## config.mk

```make
export PLATFORM = sky130hd
export DESIGN_NAME = pcib_regif
export DESIGN_NICKNAME = d
export VERILOG_FILES = /design/src/rtl/pcib_pkg.sv /design/src/rtl/pcib_cfg_hdr.sv /design/src/rtl/pcib_bridge_regs.sv /design/src/rtl/pcib_io_xlate.sv /design/src/rtl/pcib_irq_route.sv /design/src/rtl/pcib_regif.sv
export SDC_FILE = /design/constraint.sdc
export NUM_CORES = 2
export LEC_CHECK = 0
export ABC_AREA = 0
export BUFFER_PORTS_ARGS = -buffer_cell sky130_fd_sc_hd__buf_4
export CAP_MARGIN = 0
export CORE_MARGIN = 2
export CORE_UTILIZATION = 55
export DETAILED_ROUTE_END_ITERATION = 7
export PLACE_DENSITY = 0.81
export SLEW_MARGIN = 20
export SYNTH_ARGS = -nofsm -noshare
export SYNTH_HDL_FRONTEND = slang
export SYNTH_SLANG_ARGS = --single-unit
```

## constraint.sdc

```tcl
create_clock -name clk_i -period 6.8 [get_ports clk_i]
set_input_delay 0.34 -clock clk_i [delete_from_list [all_inputs] [get_ports clk_i]]
set_output_delay 0.34 -clock clk_i [all_outputs]
set_load 0.005 [all_outputs]
```

## src/rtl/pcib_pkg.sv

```systemverilog
package pcib_pkg;
  localparam int unsigned DW = 32;
  localparam logic [9:0] OFF_PAR   = 10'h1C0;
  localparam logic [9:0] OFF_MBR   = 10'h1C4;
  localparam logic [9:0] OFF_IOBR  = 10'h1C8;
  localparam logic [9:0] OFF_DPORT = 10'h220;
  localparam logic [9:0] HDR_LAST  = 10'h0FC;
  localparam logic [DW-1:0] MBR_KEEP  = 32'hFF00_0001;
  localparam logic [DW-1:0] IOBR_KEEP = 32'hFFFC_0001;
  // command word: wait-cycle control; status: cap list, fast b2b, medium devsel
  localparam logic [DW-1:0] HDR_W1_RST = 32'h0290_0080;

  typedef enum logic [1:0] {ST_IDLE, ST_CFG, ST_RESP} fsm_e;
  typedef enum logic [2:0] {SEL_NONE, SEL_HDR, SEL_PAR, SEL_MBR, SEL_IOBR, SEL_DPORT} sel_e;

  function automatic logic [DW-1:0] hdr_rst(input int unsigned idx);
    return (idx == 1) ? HDR_W1_RST : '0;
  endfunction
endpackage

```

## src/rtl/pcib_cfg_hdr.sv

```systemverilog
module pcib_cfg_hdr
  import pcib_pkg::*;
#(
  parameter int unsigned WORDS = 64,
  localparam int unsigned IW = $clog2(WORDS)
) (
  input  logic          clk_i,
  input  logic          rst_ni,
  input  logic          we_i,
  input  logic [IW-1:0] idx_i,
  input  logic [DW-1:0] wdata_i,
  output logic [DW-1:0] rdata_o
);
  logic [DW-1:0] rd_arr [WORDS];

  for (genvar w = 0; w < WORDS; w++) begin : g_word
    logic [DW-1:0] word_q;
    always_ff @(posedge clk_i or negedge rst_ni) begin
      if (!rst_ni) word_q <= hdr_rst(w);
      else if (we_i && idx_i == IW'(w)) word_q <= wdata_i;
    end
    assign rd_arr[w] = word_q;
  end

  assign rdata_o = rd_arr[idx_i];
endmodule

```

## src/rtl/pcib_bridge_regs.sv

```systemverilog
module pcib_bridge_regs
  import pcib_pkg::*;
(
  input  logic          clk_i,
  input  logic          rst_ni,
  input  logic          par_we_i,
  input  logic          mbr_we_i,
  input  logic          iobr_we_i,
  input  logic [DW-1:0] wdata_i,
  output logic [DW-1:0] par_o,
  output logic [DW-1:0] mbr_o,
  output logic [DW-1:0] iobr_o
);
  always_ff @(posedge clk_i or negedge rst_ni) begin
    if (!rst_ni) begin
      par_o  <= '0;
      mbr_o  <= '0;
      iobr_o <= '0;
    end else begin
      if (par_we_i)  par_o  <= wdata_i;
      if (mbr_we_i)  mbr_o  <= wdata_i & MBR_KEEP;
      if (iobr_we_i) iobr_o <= wdata_i & IOBR_KEEP;
    end
  end
endmodule

```

## src/rtl/pcib_io_xlate.sv

```systemverilog
module pcib_io_xlate
  import pcib_pkg::*;
#(
  parameter int unsigned WIN_W = 18
) (
  input  logic [DW-1:0]    base_i,
  input  logic [WIN_W-1:0] off_i,
  output logic [DW-1:0]    addr_o
);
  // base is aligned to the window size, so the add reduces to a concat
  assign addr_o = {base_i[DW-1:WIN_W], off_i};
endmodule

```

## src/rtl/pcib_irq_route.sv

```systemverilog
module pcib_irq_route #(
  parameter int unsigned N_IRQ = 4
) (
  input  logic [N_IRQ-1:0] irq_i,
  output logic [N_IRQ-1:0] irq_o
);
  for (genvar s = 0; s < N_IRQ; s++) begin : g_slot
    assign irq_o[s] = irq_i[s];
  end
endmodule

```

## src/rtl/pcib_regif.sv

```systemverilog
module pcib_regif
  import pcib_pkg::*;
#(
  parameter int unsigned ADDR_W   = 10,
  parameter int unsigned HDR_WRDS = 64,
  parameter int unsigned WIN_W    = 18,
  parameter int unsigned N_IRQ    = 4
) (
  input  logic              clk_i,
  input  logic              rst_ni,
  input  logic              cpu_req_i,
  input  logic              cpu_we_i,
  input  logic [ADDR_W-1:0] cpu_addr_i,
  input  logic [DW-1:0]     cpu_wdata_i,
  output logic              cpu_ack_o,
  output logic [DW-1:0]     cpu_rdata_o,
  output logic              cfg_req_o,
  output logic              cfg_we_o,
  output logic [DW-1:0]     cfg_addr_o,
  output logic [DW-1:0]     cfg_wdata_o,
  input  logic              cfg_ack_i,
  input  logic [DW-1:0]     cfg_rdata_i,
  input  logic [WIN_W-1:0]  io_win_off_i,
  output logic [DW-1:0]     io_addr_o,
  input  logic [N_IRQ-1:0]  irq_i,
  output logic [N_IRQ-1:0]  irq_o
);
  localparam int unsigned HIW = $clog2(HDR_WRDS);

  fsm_e          state_q;
  sel_e          sel;
  logic          accept;
  logic [DW-1:0] par_q, mbr_q, iobr_q, hdr_rd, local_rd;

  always_comb begin
    sel = SEL_NONE;
    if (cpu_addr_i[1:0] == 2'b00) begin
      if (cpu_addr_i <= ADDR_W'(HDR_LAST))        sel = SEL_HDR;
      else if (cpu_addr_i == ADDR_W'(OFF_PAR))    sel = SEL_PAR;
      else if (cpu_addr_i == ADDR_W'(OFF_MBR))    sel = SEL_MBR;
      else if (cpu_addr_i == ADDR_W'(OFF_IOBR))   sel = SEL_IOBR;
      else if (cpu_addr_i == ADDR_W'(OFF_DPORT))  sel = SEL_DPORT;
    end
  end

  assign accept = (state_q == ST_IDLE) && cpu_req_i;

  pcib_cfg_hdr #(.WORDS(HDR_WRDS)) u_hdr (
    .clk_i   (clk_i),
    .rst_ni  (rst_ni),
    .we_i    (accept && cpu_we_i && sel == SEL_HDR),
    .idx_i   (cpu_addr_i[HIW+1:2]),
    .wdata_i (cpu_wdata_i),
    .rdata_o (hdr_rd)
  );

  pcib_bridge_regs u_regs (
    .clk_i     (clk_i),
    .rst_ni    (rst_ni),
    .par_we_i  (accept && cpu_we_i && sel == SEL_PAR),
    .mbr_we_i  (accept && cpu_we_i && sel == SEL_MBR),
    .iobr_we_i (accept && cpu_we_i && sel == SEL_IOBR),
    .wdata_i   (cpu_wdata_i),
    .par_o     (par_q),
    .mbr_o     (mbr_q),
    .iobr_o    (iobr_q)
  );

  pcib_io_xlate #(.WIN_W(WIN_W)) u_xlate (
    .base_i (iobr_q),
    .off_i  (io_win_off_i),
    .addr_o (io_addr_o)
  );

  pcib_irq_route #(.N_IRQ(N_IRQ)) u_irq (
    .irq_i (irq_i),
    .irq_o (irq_o)
  );

  always_comb begin
    unique case (sel)
      SEL_HDR:  local_rd = hdr_rd;
      SEL_PAR:  local_rd = par_q;
      SEL_MBR:  local_rd = mbr_q;
      SEL_IOBR: local_rd = iobr_q;
      default:  local_rd = '0;
    endcase
  end

  always_ff @(posedge clk_i or negedge rst_ni) begin
    if (!rst_ni) begin
      state_q     <= ST_IDLE;
      cpu_ack_o   <= 1'b0;
      cpu_rdata_o <= '0;
      cfg_req_o   <= 1'b0;
      cfg_we_o    <= 1'b0;
      cfg_addr_o  <= '0;
      cfg_wdata_o <= '0;
    end else begin
      cpu_ack_o <= 1'b0;
      unique case (state_q)
        ST_IDLE: if (cpu_req_i) begin
          if (sel == SEL_DPORT) begin
            state_q     <= ST_CFG;
            cfg_req_o   <= 1'b1;
            cfg_we_o    <= cpu_we_i;
            cfg_addr_o  <= par_q;
            cfg_wdata_o <= cpu_wdata_i;
          end else begin
            state_q     <= ST_RESP;
            cpu_ack_o   <= 1'b1;
            cpu_rdata_o <= cpu_we_i ? '0 : local_rd;
          end
        end
        ST_CFG: if (cfg_ack_i) begin
          state_q     <= ST_RESP;
          cfg_req_o   <= 1'b0;
          cpu_ack_o   <= 1'b1;
          cpu_rdata_o <= cfg_we_o ? '0 : cfg_rdata_i;
        end
        // one idle cycle lets the requester drop its request after the ack
        ST_RESP: state_q <= ST_IDLE;
        default: state_q <= ST_IDLE;
      endcase
    end
  end
endmodule

```

[Yosys cells after proc, flatten, opt, wreduce, memory -nomap -nowiden]
Index checks and enable logic that the tools add are counted.
Storage, ports and cells
  bits in registers: 2205
  input port bits: 101
  output and inout port bits: 135
  logic and storage cells: 260
Cells by class
  magnitude comparators: 2
  eq/ne operators: 77
  muxes and demuxes: 28
  bitwise gates (word level): 1
  reductions and logical operators: 78
Operator list (number)
  32-bit two-way mux: 7
  32-bit binary-select mux with 6-bit select: 1
  6-bit equality test, second input constant: 32
  32-bit case mux with 4 select lines: 1
  6-bit by 5-bit equality test with 1-bit output, second input constant: 16
  1-bit logical AND: 70
  32-bit case mux with 2 select lines: 1
  6-bit by 4-bit equality test with 1-bit output, second input constant: 8
  10-bit by 9-bit equality test with 1-bit output, second input constant: 3
  6-bit by 3-bit equality test with 1-bit output, second input constant: 4
  3-bit two-way mux: 6
  6-bit by 2-bit equality test with 1-bit output, second input constant: 2
  10-bit equality test, second input constant: 1
  10-bit by 8-bit <= comparator with 1-bit output, second input constant: 1
  4-bit AND reduction: 2
  7-bit greater-or-equal comparator, second input constant: 1
  6-bit NOT with 7-bit output: 1
  3-bit by 2-bit equality test with 1-bit output, second input constant: 2
  3-bit equality test, second input constant: 2
  6-bit by 1-bit equality test with 1-bit output, second input constant: 1
  6-bit logical NOT: 1
  1-bit two-way mux: 6
  2-bit two-way mux: 3
  2-bit != test, second input constant: 3
  other kinds (9): 11

[Logic depth before layout (Yosys ltp)]
  word-level depth: 13
  depth in mapped cells: 11
  gate-level depth less buffers: 8

[Cells and area by module]
Synthesis repeated with hierarchy kept, for this count alone.
Unflattened totals
  cells, all modules: 6360
  area total of the unflattened synthesis: 99818.2 sq um
Modules (own cells, without submodules)
  pcib_cfg_hdr: times used 1, cells each 5734, area an instance 91810.6 sq um, seq. area each 51254.2 sq um
  pcib_regif: times used 1, cells each 430, area an instance 5148.7 sq um, seq. area each 2527.4 sq um
  pcib_bridge_regs: times used 1, cells each 160, area an instance 2588.7 sq um, seq. area each 1401.3 sq um
  pcib_io_xlate: times used 1, cells each 32, area an instance 240.2 sq um, seq. area each 0.0 sq um
  pcib_irq_route: times used 1, cells each 4, area an instance 30.0 sq um, seq. area each 0.0 sq um

[Least setup slack after synthesis]
No wires, ideal clock.
  kind: input to register
  start point: input port cpu_addr_i[5]
  end point: register u_hdr.g_word[47].word_q[10]
  setup time: 0.128 ns
  arrival: 2.801 ns
  data required time: 6.672 ns
  setup slack: 3.871 ns
  cell stages on the path: 10
  buffers on the path: 3
  cells stage by stage: or4b_1 -> buf_2 -> o21ai_2 -> nand3b_2 -> or2_1 -> buf_2 -> or3_4 -> nor2_4 -> buf_6 -> mux2_1
Between the ends
  word-level cells in the longest chain between the ends: 10
  elaborated cells on any way between the ends: 15
  those cells by class: 1 x order compare; 6 x eq/ne; 6 x mux; 2 x reduce/logical
RTL lines
  start: declaration: RTL line pcib_regif.sv:13  | input logic [ADDR_W-1:0] cpu_addr_i,
  10-bit equality test: RTL line pcib_regif.sv:42  | else if (cpu_addr_i == ADDR_W'(OFF_DPORT)) sel = SEL_DPORT;
  3-bit two-way mux: RTL line pcib_regif.sv:42
  3-bit two-way mux: RTL line pcib_regif.sv:41  | else if (cpu_addr_i == ADDR_W'(OFF_IOBR)) sel = SEL_IOBR;
  3-bit two-way mux: RTL line pcib_regif.sv:40  | else if (cpu_addr_i == ADDR_W'(OFF_MBR)) sel = SEL_MBR;
  3-bit two-way mux: RTL line pcib_regif.sv:39  | else if (cpu_addr_i == ADDR_W'(OFF_PAR)) sel = SEL_PAR;
  3-bit two-way mux: RTL line pcib_regif.sv:38  | if (cpu_addr_i <= ADDR_W'(HDR_LAST)) sel = SEL_HDR;
  3-bit two-way mux: RTL line pcib_regif.sv:37  | if (cpu_addr_i[1:0] == 2'b00) begin
  3-bit by 1-bit equality test with 1-bit output: RTL line pcib_regif.sv:51  | .we_i (accept && cpu_we_i && sel == SEL_HDR),
  1-bit logical AND: RTL line pcib_regif.sv:51
  1-bit logical AND *: RTL line pcib_cfg_hdr.sv:20  | else if (we_i && idx_i == IW'(w)) word_q <= wdata_i;
  end signal: assignment: RTL line pcib_cfg_hdr.sv:19  | if (!rst_ni) word_q <= hdr_rst(w);
  end signal: assignment: RTL line pcib_cfg_hdr.sv:20
  end: declaration: RTL line pcib_cfg_hdr.sv:17  | logic [DW-1:0] word_q;
Mark *: on every way between the ends. The rest lies on a longest branch, timed or not.
A chain may end at the register's enable or synchronous reset.

[Final worst setup path]
  start point: input port cpu_addr_i[2]
  end point: register cpu_rdata_o[23]
Between the ends
  word-level cells in the longest chain between the ends: 13
  elaborated cells on any way between the ends: 27
  those cells by class: 1 x order compare; 10 x eq/ne; 14 x mux; 1 x bitwise; 1 x reduce/logical
RTL lines
  10-bit equality test: RTL line pcib_regif.sv:42
  3-bit two-way mux: RTL line pcib_regif.sv:42
  3-bit two-way mux: RTL line pcib_regif.sv:41
  3-bit two-way mux: RTL line pcib_regif.sv:40
  3-bit two-way mux: RTL line pcib_regif.sv:39
  3-bit two-way mux: RTL line pcib_regif.sv:38
  3-bit two-way mux: RTL line pcib_regif.sv:37
  3-bit equality test, or another cell as far along: RTL line pcib_regif.sv:81  | unique case (sel)
  32-bit case mux with 4 select lines: RTL line pcib_regif.sv:81
  32-bit two-way mux: RTL line pcib_regif.sv:112  | cpu_rdata_o <= cpu_we_i ? '0 : local_rd;
  32-bit two-way mux: RTL line pcib_regif.sv:103  | if (sel == SEL_DPORT) begin
  32-bit two-way mux: RTL line pcib_regif.sv:102  | ST_IDLE: if (cpu_req_i) begin
  32-bit case mux with 2 select lines: RTL line pcib_regif.sv:101  | unique case (state_q)
  end signal: assignment: RTL line pcib_regif.sv:112
  end signal: assignment: RTL line pcib_regif.sv:119  | cpu_rdata_o <= cfg_we_o ? '0 : cfg_rdata_i;
  end: declaration: RTL line pcib_regif.sv:16  | output logic [DW-1:0] cpu_rdata_o,
Several ways; a longest one is shown, not always the timed one. The select of a mux whose other input is x is not followed.

==> reports/results.ini <==
[status]
status = finished clean

[global_route]
grt_overflow_total = 0
track_usage_pct = 28.63
antenna_found_initial = 3
grt_max_degree = 203
first_global_vias = 63930
grt_pass1_wl_mm = 401.6

[clock_tree]
cts_sinks = 2205
clk_pin_slew_ns = 0.06
cts_resized = 0
insertion_delay_ns = 0.86
clock-root-buffer = clkbuf_16
numCtsBuffers = 209
cts_hold_buf = 34
cts_setup_buffers = 0
htree_levels = 4
cts_tree = built
cts_buffer_depth = 3

[placement]
place_inst = 8781
dp_hpwl_mm = 156.8
dpl-instance-area_sq_mm = 0.1029
gp_congestion = 0.9130
port_buffers = 191

[critical_path]
cp_max_fo = 88
r2r_slack_ns = 2.90
endpoint_kind = flip-flop
required_ns = 7.53
path_delay_family = compound AO/OA/AOI/OAI gates
crit_top_cell = o21ai_0
cp.buffers_inverters = 2
start_kind = input port
reg2reg_from = state_q[0]$_DFFE_PN0P_
r2r_end = u_hdr.g_word[47].word_q[7]$_DFFE_PN0P_
cpPeakStageDelay_ns = 0.86
crit_type = in2reg
arrival_ns = 4.77
crit_slowest_cell = nor4_1
crit_chain = buf_8 > buf_12 > mux2i_1 > o22ai_1 > nor4_1 > o21ai_0 > o21ai_0 > a31o_2 > a21oi_1
rr_worst_depth = 8

[timing]
rsz0062_at_grt = false
worst_pin_slew_ns = 1.212
slew_viol_final = 0
slew_headroom_pct = 18.78
finalCriticalPeriod_ns = 4.042
finalClockSkew_ns = 0.02458
fmax_ghz = 0.2474
finalSetupViolations = 0
holdWs_ns = 0.1306
setup-tns-final_ns = 0
fin_crit_sh_pct = 59.44
hold_violations = 0

[floorplanning]
initial_core_util_pct = 55.28
ioPinCount = 236
dieArea_sq_mm = 0.1849
die_w_um = 430.0
core_area_sq_mm = 0.1805
die-height_um = 430.0
rows = 156

[drt]
remaining_drc_errors = 0
drtAntennaViolNets = 0
dr_total_vias = 60400
drt_iter0_drc = 5367
wire_per_inst_um = 28.68
wirelength_mm = 264.0
viasPerCell = 6.562
dr.pass1.iters = 5

[synth]
synthCells = 6774
synth_flop_cell = dfrtp_1
ys_seq_elements = 2205
synth_edf_count = 0
ys.warnings.count = 0
avgSynthCellArea_sq_um = 14.73
netlist_area_sq_mm = 0.09980
syn-num-nets = 6875
yosysSeqAreaShare_pct = 55.29
synthArstFlopShare_pct = 100.0
synth_cell_types = 62

[layout]
final_area_sq_mm = 0.1104
layout.nets = 6758
drive_gt1_share_pct = 45.89
fin_cells = 9204
final_common_cell = dfrtp_1
most-common-layout-cells = dfrtp_1 (2201), mux2_2 (2044), mux2i_1 (391)
areaGrowthSynthToFinish_pct = 10.63

[flow_run]
maxCapViolations = 0

[pwr]
powerDensity_mw_per_mm2 = 240.4
vdd_drop_max_mv = 0.2167
power.leakage_nw = 54.53

[worst_hold_path]
min_path_type = in2async

==> report_power, final <==
group / internal (mW) / switching (mW) / total [mW]
Combinational: 0.363 / 0.919 / 1.28
Sequential: 13.2 / 0.0491 / 13.3
Clock: 6.92 / 5.08 / 12.0
Total: 20.5 / 6.05 / 26.5
==> routing by layer <==
layer	vias up	routed length [um]	GRT usage [%]
li1	24800	-	-
met3	607	18100	4.766
met5	-	0	0
met1	32610	105400	38.11
met4	0	14510	14.55
met2	2383	125900	45.74
==> state kept, by name, summed over array words and instances (netlist names) <==
name / cells
state_q: 2
u_regs.mbr_o: 9
u_regs.iobr_o: 15
cfg_addr_o: 32
cpu_rdata_o: 32
cfg_wdata_o: 32
u_regs.par_o: 32
cpu_ack_o: 1
cfg_req_o: 1
u_hdr.g_word.word_q: 2048
cfg_we_o: 1
==> synth_stat cells (all sizes together) (26+ instances only) <==
cell type	count	area, sq um
dfrtp	2201	55080
nor2	58	282.8
a221oi	63	551.8
a21oi	142	710.7
o22ai	140	875.8
nor4	27	205.2
nand3	32	160.2
o21ai	119	599.3
mux2	2215	24940
a22o	45	394.1
a31oi	26	162.7
clkbuf	377	1415
nand2	113	424.2
mux4	302	6802
mux2i	391	3914
buf	328	1668
a22oi	54	405.4
==> worst max path at each step <==
stage / from / to / slack, ns / depth (start not counted)
3_3_place_gp: cpu_addr_i[2] / u_hdr.g_word[20].word_q[18]$_DFFE_PN0P_ / 2.17 / 8
6_report: cpu_addr_i[2] / cpu_rdata_o[23]$_DFFE_PN0P_ / 2.76 / 9
3_5_place_dp: cpu_addr_i[2] / u_hdr.g_word[47].word_q[7]$_DFFE_PN0P_ / 2.05 / 9
4_1_cts: cpu_addr_i[2] / u_hdr.g_word[47].word_q[7]$_DFFE_PN0P_ / 2.94 / 9
2_1_floorplan: cpu_addr_i[5] / u_hdr.g_word[47].word_q[10]$_DFFE_PN0P_ / 3.87 / 10
5_1_grt: cpu_addr_i[2] / u_hdr.g_word[54].word_q[12]$_DFFE_PN0P_ / 2.75 / 9
==> logic make-up after synthesis <==
| kind of cell | count (synthesis) | share of synthesized area (%) |
|---|---|---|
| buffers and inverters | 713 | 3.119 |
| multiplexers | 2908 | 35.73 |
| flip-flops | 2205 | 55.29 |
| AO/OA/AOI/OAI | 641 | 4.161 |
| AND/OR/NAND/NOR | 307 | 1.696 |
==> cell type report <==
type	instances	area (sq um)
Fill cell	12910	70140
Sequential cell	2205	55180
Multi-Input combinational cell	3856	41910
Inverter	8	30.03
Tap cell	2370	2965
Clock inverter	62	725.7
Timing Repair Buffer	377	3216
Antenna cell	5	12.51
Clock buffer	321	6366
==> through the flow <==
| stage | power [mW] | utilization, % | worst slack, ns |
|---|---|---|---|
| floorplan | 14.14 | - | 3.871 |
| global placement | 14.72 | 56.99 | 2.169 |
| detailed placement | 14.76 | 57.00 | 2.049 |
| CTS | 26.63 | 61.11 | 2.942 |
| global route | 27.27 | 61.15 | 2.752 |
| finish | 26.54 | 61.15 | 2.758 |
Power figures use the tool's default switching activity.
